$ cat config.mk
export PLATFORM = sky130hd
export DESIGN_NAME = wp_alloc
export DESIGN_NICKNAME = d
export VERILOG_FILES = /design/src/rtl/wp_pkg.sv /design/src/rtl/wp_group_table.sv /design/src/rtl/wp_plru_pick.sv /design/src/rtl/wp_alloc.sv
export SDC_FILE = /design/constraint.sdc
export NUM_CORES = 1
export LEC_CHECK = 0
export ABC_AREA = 1
export BUFFER_PORTS_ARGS = -buffer_cell sky130_fd_sc_hd__buf_4
export CAP_MARGIN = 20
export CORE_MARGIN = 3
export CORE_UTILIZATION = 35
export CTS_BUF_LIST = sky130_fd_sc_hd__clkbuf_8
export DETAILED_ROUTE_END_ITERATION = 8
export GPL_ROUTABILITY_DRIVEN = 0
export HOLD_SLACK_MARGIN = 0.15
export PLACE_DENSITY_LB_ADDON = 0.15
export SETUP_SLACK_MARGIN = 0.02
export SLEW_MARGIN = 10
export SYNTH_ARGS = -nofsm -noshare
export SYNTH_HDL_FRONTEND = slang
export SYNTH_HIERARCHICAL = 1
export SYNTH_SLANG_ARGS = --single-unit
$ cat constraint.sdc
create_clock -name clk -period 5.1 [get_ports clk]
set_input_delay 0.51 -clock clk [delete_from_list [all_inputs] [get_ports clk]]
set_output_delay 0.51 -clock clk [all_outputs]
set_load 0.05 [all_outputs]
$ cat src/rtl/wp_pkg.sv
package wp_pkg;
   typedef enum logic {
      ACC_HIT  = 1'b0,
      ACC_FILL = 1'b1
   } acc_kind_e;

   function automatic bit is_pow2(int unsigned v);
      return (v != 0) && ((v & (v - 1)) == 0);
   endfunction
endpackage

$ cat src/rtl/wp_group_table.sv
module wp_group_table #(
   parameter int unsigned NUM_WAYS   = 16,
   parameter int unsigned NUM_GROUPS = 4,
   parameter int unsigned NUM_REQ    = 16,
   localparam int unsigned GRP_W = (NUM_GROUPS > 1) ? $clog2(NUM_GROUPS) : 1,
   localparam int unsigned REQ_W = (NUM_REQ > 1) ? $clog2(NUM_REQ) : 1
) (
   input  logic                clk,
   input  logic                rst_n,
   input  logic                cfg_we,
   input  logic [GRP_W-1:0]    cfg_grp,
   input  logic [NUM_WAYS-1:0] cfg_ways,
   input  logic [NUM_REQ-1:0]  cfg_reqs,
   input  logic [REQ_W-1:0]    req_id,
   output logic [NUM_WAYS-1:0] allowed,
   output logic                overlap
);
   logic [NUM_WAYS-1:0] way_q [NUM_GROUPS];
   logic [NUM_REQ-1:0]  req_q [NUM_GROUPS];
   logic [NUM_WAYS-1:0] owned;
   logic [NUM_GROUPS-1:0] clash;

   always_ff @(posedge clk or negedge rst_n) begin
      if (!rst_n) begin
         for (int g = 0; g < NUM_GROUPS; g++) begin
            way_q[g] <= '0;
            req_q[g] <= '0;
         end
      end else if (cfg_we) begin
         for (int g = 0; g < NUM_GROUPS; g++) begin
            if (cfg_grp == GRP_W'(g)) begin
               way_q[g] <= cfg_ways;
               req_q[g] <= cfg_reqs;
            end
         end
      end
   end

   function automatic logic clash_of(int g);
      logic c;
      c = 1'b0;
      for (int h = g + 1; h < NUM_GROUPS; h++) c = c | (|(way_q[g] & way_q[h]));
      return c;
   endfunction

   for (genvar g = 0; g < NUM_GROUPS; g++) begin : g_clash
      assign clash[g] = clash_of(g);
   end
   assign overlap = |clash;

   // Resolve membership: lowest group index wins, else the unowned pool.
   always_comb begin
      owned = '0;
      for (int g = 0; g < NUM_GROUPS; g++) owned = owned | way_q[g];
      allowed = ~owned;
      for (int g = NUM_GROUPS - 1; g >= 0; g--) begin
         if (req_q[g][req_id]) allowed = way_q[g];
      end
   end

   // a group write is visible in the table on the next cycle
   p_group_write_r9: assert property (@(posedge clk) disable iff (!rst_n)
      cfg_we |=> (way_q[$past(cfg_grp)] == $past(cfg_ways)) &&
                 (req_q[$past(cfg_grp)] == $past(cfg_reqs)));
endmodule

$ cat src/rtl/wp_plru_pick.sv
module wp_plru_pick #(
   parameter int unsigned NUM_WAYS = 16,
   localparam int unsigned WAY_W  = $clog2(NUM_WAYS),
   localparam int unsigned NODES  = NUM_WAYS - 1,
   localparam int unsigned LEVELS = $clog2(NUM_WAYS)
) (
   input  logic [NODES-1:0]    tree,
   input  logic [NUM_WAYS-1:0] allowed,
   output logic [WAY_W-1:0]    way,
   output logic                empty
);
   logic [2*NUM_WAYS-2:0] avail;
   int unsigned           n;
   logic                  go_r;

   always_comb begin
      avail = '0;
      for (int w = 0; w < NUM_WAYS; w++) avail[NODES + w] = allowed[w];
      for (int k = NODES - 1; k >= 0; k--) avail[k] = avail[2*k+1] | avail[2*k+2];
      n = 0;
      go_r = 1'b0;
      for (int l = 0; l < LEVELS; l++) begin
         go_r = tree[n] ? avail[2*n+2] : !avail[2*n+1];
         n = 2*n + 1 + {31'd0, go_r};
      end
      way   = WAY_W'(n - NODES);
      empty = !avail[0];
   end
endmodule

$ cat src/rtl/wp_alloc.sv
module wp_alloc #(
   parameter int unsigned NUM_WAYS   = 16,
   parameter int unsigned NUM_GROUPS = 4,
   parameter int unsigned NUM_REQ    = 16,
   parameter int unsigned NUM_SETS   = 16,
   localparam int unsigned WAY_W  = $clog2(NUM_WAYS),
   localparam int unsigned NODES  = NUM_WAYS - 1,
   localparam int unsigned LEVELS = $clog2(NUM_WAYS),
   localparam int unsigned GRP_W  = (NUM_GROUPS > 1) ? $clog2(NUM_GROUPS) : 1,
   localparam int unsigned REQ_W  = (NUM_REQ > 1) ? $clog2(NUM_REQ) : 1,
   localparam int unsigned SET_W  = (NUM_SETS > 1) ? $clog2(NUM_SETS) : 1
) (
   input  logic                clk,
   input  logic                rst_n,
   input  logic                cfg_we,
   input  logic [GRP_W-1:0]    cfg_grp,
   input  logic [NUM_WAYS-1:0] cfg_ways,
   input  logic [NUM_REQ-1:0]  cfg_reqs,
   output logic                cfg_overlap,
   input  logic                acc_valid,
   input  logic                acc_fill,
   input  logic [SET_W-1:0]    acc_set,
   input  logic [REQ_W-1:0]    acc_req,
   input  logic [WAY_W-1:0]    acc_hit_way,
   output logic                res_valid,
   output logic [WAY_W-1:0]    res_way,
   output logic                res_noalloc
);
   import wp_pkg::*;

   if (!is_pow2(NUM_WAYS) || NUM_WAYS < 2) begin : g_bad_ways
      $error("NUM_WAYS must be a power of two of at least 2");
   end
   if (!is_pow2(NUM_SETS)) begin : g_bad_sets
      $error("NUM_SETS must be a power of two");
   end
   if (NUM_GROUPS < 1) begin : g_bad_groups
      $error("NUM_GROUPS must be at least 1");
   end

   logic [NODES-1:0]    tree_q [NUM_SETS];
   logic [NODES-1:0]    cur_tree, nxt_tree;
   logic [NUM_WAYS-1:0] allowed, allowed_q;
   logic [WAY_W-1:0]    pick_way, upd_way;
   logic                pick_empty, do_upd;
   acc_kind_e           kind;
   int unsigned         n;

   wp_group_table #(
      .NUM_WAYS(NUM_WAYS), .NUM_GROUPS(NUM_GROUPS), .NUM_REQ(NUM_REQ)
   ) u_tbl (
      .clk(clk), .rst_n(rst_n), .cfg_we(cfg_we), .cfg_grp(cfg_grp),
      .cfg_ways(cfg_ways), .cfg_reqs(cfg_reqs), .req_id(acc_req),
      .allowed(allowed), .overlap(cfg_overlap)
   );

   assign cur_tree = tree_q[acc_set];

   wp_plru_pick #(.NUM_WAYS(NUM_WAYS)) u_pick (
      .tree(cur_tree), .allowed(allowed), .way(pick_way), .empty(pick_empty)
   );

   assign kind    = acc_kind_e'(acc_fill);
   assign upd_way = (kind == ACC_FILL) ? pick_way : acc_hit_way;
   assign do_upd  = acc_valid && ((kind == ACC_HIT) || !pick_empty);

   // Point every node on the accessed way's path away from it.
   always_comb begin
      nxt_tree = cur_tree;
      n = 0;
      for (int l = 0; l < LEVELS; l++) begin
         nxt_tree[n] = !upd_way[LEVELS-1-l];
         n = 2*n + 1 + {31'd0, upd_way[LEVELS-1-l]};
      end
   end

   always_ff @(posedge clk or negedge rst_n) begin
      if (!rst_n) begin
         for (int s = 0; s < NUM_SETS; s++) tree_q[s] <= '0;
         res_valid   <= 1'b0;
         res_way     <= '0;
         res_noalloc <= 1'b0;
         allowed_q   <= '0;
      end else begin
         if (do_upd) tree_q[acc_set] <= nxt_tree;
         res_valid   <= acc_valid && (kind == ACC_FILL);
         res_way     <= pick_empty ? '0 : pick_way;
         res_noalloc <= pick_empty;
         allowed_q   <= allowed;
      end
   end

   // the victim lies in the subset resolved from the requester
   p_victim_in_subset_r2: assert property (@(posedge clk) disable iff (!rst_n)
      (res_valid && !res_noalloc) |-> allowed_q[res_way]);

   // no-allocate is reported exactly when the subset was empty
   p_noalloc_when_empty_r4: assert property (@(posedge clk) disable iff (!rst_n)
      res_valid |-> (res_noalloc == (allowed_q == '0)));

   // every accepted fill yields a result in the next cycle
   p_fill_result_r11: assert property (@(posedge clk) disable iff (!rst_n)
      (acc_valid && acc_fill) |=> res_valid);

   // hits and idle cycles produce no result
   p_hit_silent_r11: assert property (@(posedge clk) disable iff (!rst_n)
      !(acc_valid && acc_fill) |=> !res_valid);
endmodule

==> impl_metrics.csv <==
group,metric,value,unit
setup_path,path_buf_inv,6,
timing,worstMarginPinSlew,1.12,ns
clock_tree,clk_latency,0.65,ns
timing,relSlewSlack,25.4,%
setup_path,crit_family,"simple AND/OR/NAND/NOR gates",
drt,drt-initial-drc-count,1770,
synthesis,seq_area_frac_synth,45.5,%
timing,rsz0062_at_grt,"true",
synthesis,synth.area.top_cells,"dfrtp_1 (45%), nand2_1 (23%), nand3_1 (7.9%)",
pwr,cellPowerDensity,531,nW/um^2
synthesis,yosysUniqueCellTypes,42,
setup_path,critical_path_class,"reg -> reg",
synthesis,synth_nets,2897,
drt,wl,70.4,mm
clock_tree,clk_pin_slew,0.06,ns
grt,antenna_found_initial,1,
setup_path,required,5.64,ns
synthesis,synth.ff_latch_count,374,
setup_path,reg2reg_depth,42,
setup_path,slowest_stage,"dfrtp_1",
placed_design,portBuffers,57,
timing,fmax,209,MHz
timing,tns,0,ns
setup_path,cp_max_fo,9,
timing,setup_viol,0,
setup_path,r2r_setup_slack,0.31,ns
timing,final_max_slew_viol_count,0,
timing,layout_min_cycle_time,4.79,ns
synthesis,synth.cell_area,20600,um^2
worst_hold_path,holdPathEnd,"u_tbl/req_q[27]",
synthesis,synth_top_area_cell,"dfrtp_1",
drt,firstDrtPassIters,6,
worst_hold_path,holdCritStartpoint,"cfg_reqs[11]",
drt,ant_nets,0,
final_layout,fin_area,25200,um^2
synthesis,synth_edf_count,0,
pwr,vdd_drop_max,0.000332,V
placed_design,dpl_cell_area,22900,um^2
timing,holdWs,0.195,ns
timing,timing.final.crit_share,93.8,%
worst_hold_path,hold_depth,3,
flow_run,maxCapViolCount,0,
drt,vias,19700,
synthesis,synth_common_cells,"nand2_1 (1262), dfrtp_1 (374), nand3_1 (325)",
timing,clock_skew,0.0250,ns
worst_hold_path,hold_class,"in -> reg",
outcome,status,"completed",
clock_tree,cts.sinks,374,
final_layout,drive_above_1_share,18.6,%
setup_path,critPathMaxStageDelay,0.38,ns
final_layout,area_growth,22.3,%
floorplanning,die_y,248,um
floorplanning,initial_core_util,35.5,%
drt,viasPerCell,5.15,
drt,drc,0,
synthesis,synth_warnings,6,
final_layout,finalNetCount,3072,
setup_path,end_kind,"register",
setup_path,cp.arrival,5.33,ns
grt,grt_max_degree,134,
setup_path,cpMostUsedCell,"nand2_1",
floorplanning,core_area,57900,um^2
clock_tree,cts_tree,"built",
grt,overflow,0,
drt,wl_per_cell,18.4,um
clock_tree,cts_inserted_buffers,69,
synthesis,synth_top_cell_area_share,45.5,%
pwr,leakage,13.1,nW
floorplanning,rows,88,
clock_tree,root_buffer,"clkbuf_8",
synthesis,synthCells,2837,
floorplanning,io_pins,58,
grt,gr-usage-all-layers,22.2,%
setup_path,r2r-start,"u_tbl/req_q[46]",
grt,grt_pass1_wl,110,mm
final_layout,fill_cells,5953,
floorplanning,die-width,248,um
grt,grt_pass1_vias,19300,
synthesis,synth-main-ff-cell,"dfrtp_1",
synthesis,syn_area_per_cell,7.25,um^2
placed_design,dp_hpwl,46.1,mm
timing,hold_viol,0,
synthesis,synth_most_common_cell,"nand2_1",
synthesis,ys_async_sr_fraction,100,%
clock_tree,h-tree-depth,3,
clock_tree,cts.path.max_buffers,3,
floorplanning,die_area,61700,um^2
setup_path,rr_endpoint,"tree_q[204]",
setup_path,critPathLaunchType,"register",
## report_power, final
part | total (mW) | switching, mW | internal [mW]
Clock | 2.86 | 1.30 | 1.56
Sequential | 4.41 | 0.536 | 3.87
Combinational | 6.10 | 3.66 | 2.44
## layer usage
layer | track usage (%) | part of all wire (%)
met4 | 7.00 | 2.9
met5 | 0 | 0
met1 | 29.1 | 43
met3 | 3.86 | 6.3
met2 | 37.4 | 48
## kinds of logic (layout without fill, tap and decap cells)
logic type	Yosys count	in the layout	share of synthesized area, %
compound gates	327	327	9.52
xor+xnor	2	2	0.0851
fa+ha+maj	9	9	0.547
buf+inv	370	586	8.36
flops	374	374	45.5
other cells	0	2	0
simple gates	1755	1755	36.0
## state kept, by name (all words and copies together) (netlist names)
register,count
res_noalloc,1
res_valid,1
res_way,4
tree_q,240
u_tbl/req_q,64
u_tbl/way_q,64
## cell usage in the layout, fill, tap and decap left out, types with 8 or more instances in the layout
cell type,count
a22oi_1,58
nand3_2,72
nand3_4,9
nor2_1,58
o21ai_0,159
buf_12,34
inv_1,211
o22ai_1,27
nand2_2,54
nand3_1,253
clkbuf_8,83
inv_2,31
buf_4,179
a21oi_2,21
nor2_4,16
nand4_1,13
dlygate4sd3_1,23
nand2_4,13
nor2_2,19
o221ai_1,8
o21ai_1,13
a21oi_1,18
nand2_1,1236
dfrtp_1,374
## area by class of cell
| type | count | area [um^2] | area share (%) |
|---|---|---|---|
| antenna | 2 | 5.00 | 0.0199 |
| clock buffer | 83 | 1140 | 4.54 |
| clock inverter | 29 | 184 | 0.731 |
| inverter | 227 | 872 | 3.46 |
| multi-input combinational | 2093 | 10200 | 40.4 |
| sequential | 374 | 9360 | 37.2 |
| tap | 765 | 957 | 3.80 |
| timing repair buffer | 247 | 2470 | 9.82 |
## per-stage QoR
step / total power, mW / cells / util [%] / setup WS (ns)
3_3_place_gp: 10.1 / 3661 / 39.4 / -0.218
5_1_grt: 14.4 / 3820 / 43.5 / -0.0863
3_5_place_dp: 10.1 / 3663 / 39.5 / -0.239
4_1_cts: 13.1 / 3798 / 42.2 / 0.196
2_1_floorplan: 8.21 / 2837 / - / -0.151
6_report: 13.4 / 3820 / 43.5 / 0.315
## worst register-to-register path, delay by kind of cell (launching register included)
family	cells	cell delay (ns)
adder cells (fa/ha/maj)	2	0.48
AO/OA/AOI/OAI	5	0.53
flip-flops	1	0.38
buffers and inverters	6	0.84
AND/OR/NAND/NOR	29	2.46
## worst max-delay path by stage
stage / startpoint / to / slack (ns) / depth (start not counted)
after floorplan: acc_req[0] / tree_q[2] / -0.15 / 51
after global placement: acc_req[0] / tree_q[9] / -0.22 / 46
after detailed placement: acc_req[0] / tree_q[156] / -0.24 / 43
after CTS: u_tbl/req_q[5] / tree_q[6] / 0.20 / 41
after global routing: u_tbl/req_q[46] / tree_q[29] / -0.09 / 44
final: u_tbl/req_q[46] / tree_q[204] / 0.31 / 42
## what timing repair did
item	CTS	global route
buffers inserted	0	14
setup endpoints to repair	0	224
resized for setup	0	110
hold buffers	23	0
endpoints found under the hold margin	116	0
Note: power is estimated with default switching activity, not from simulation.
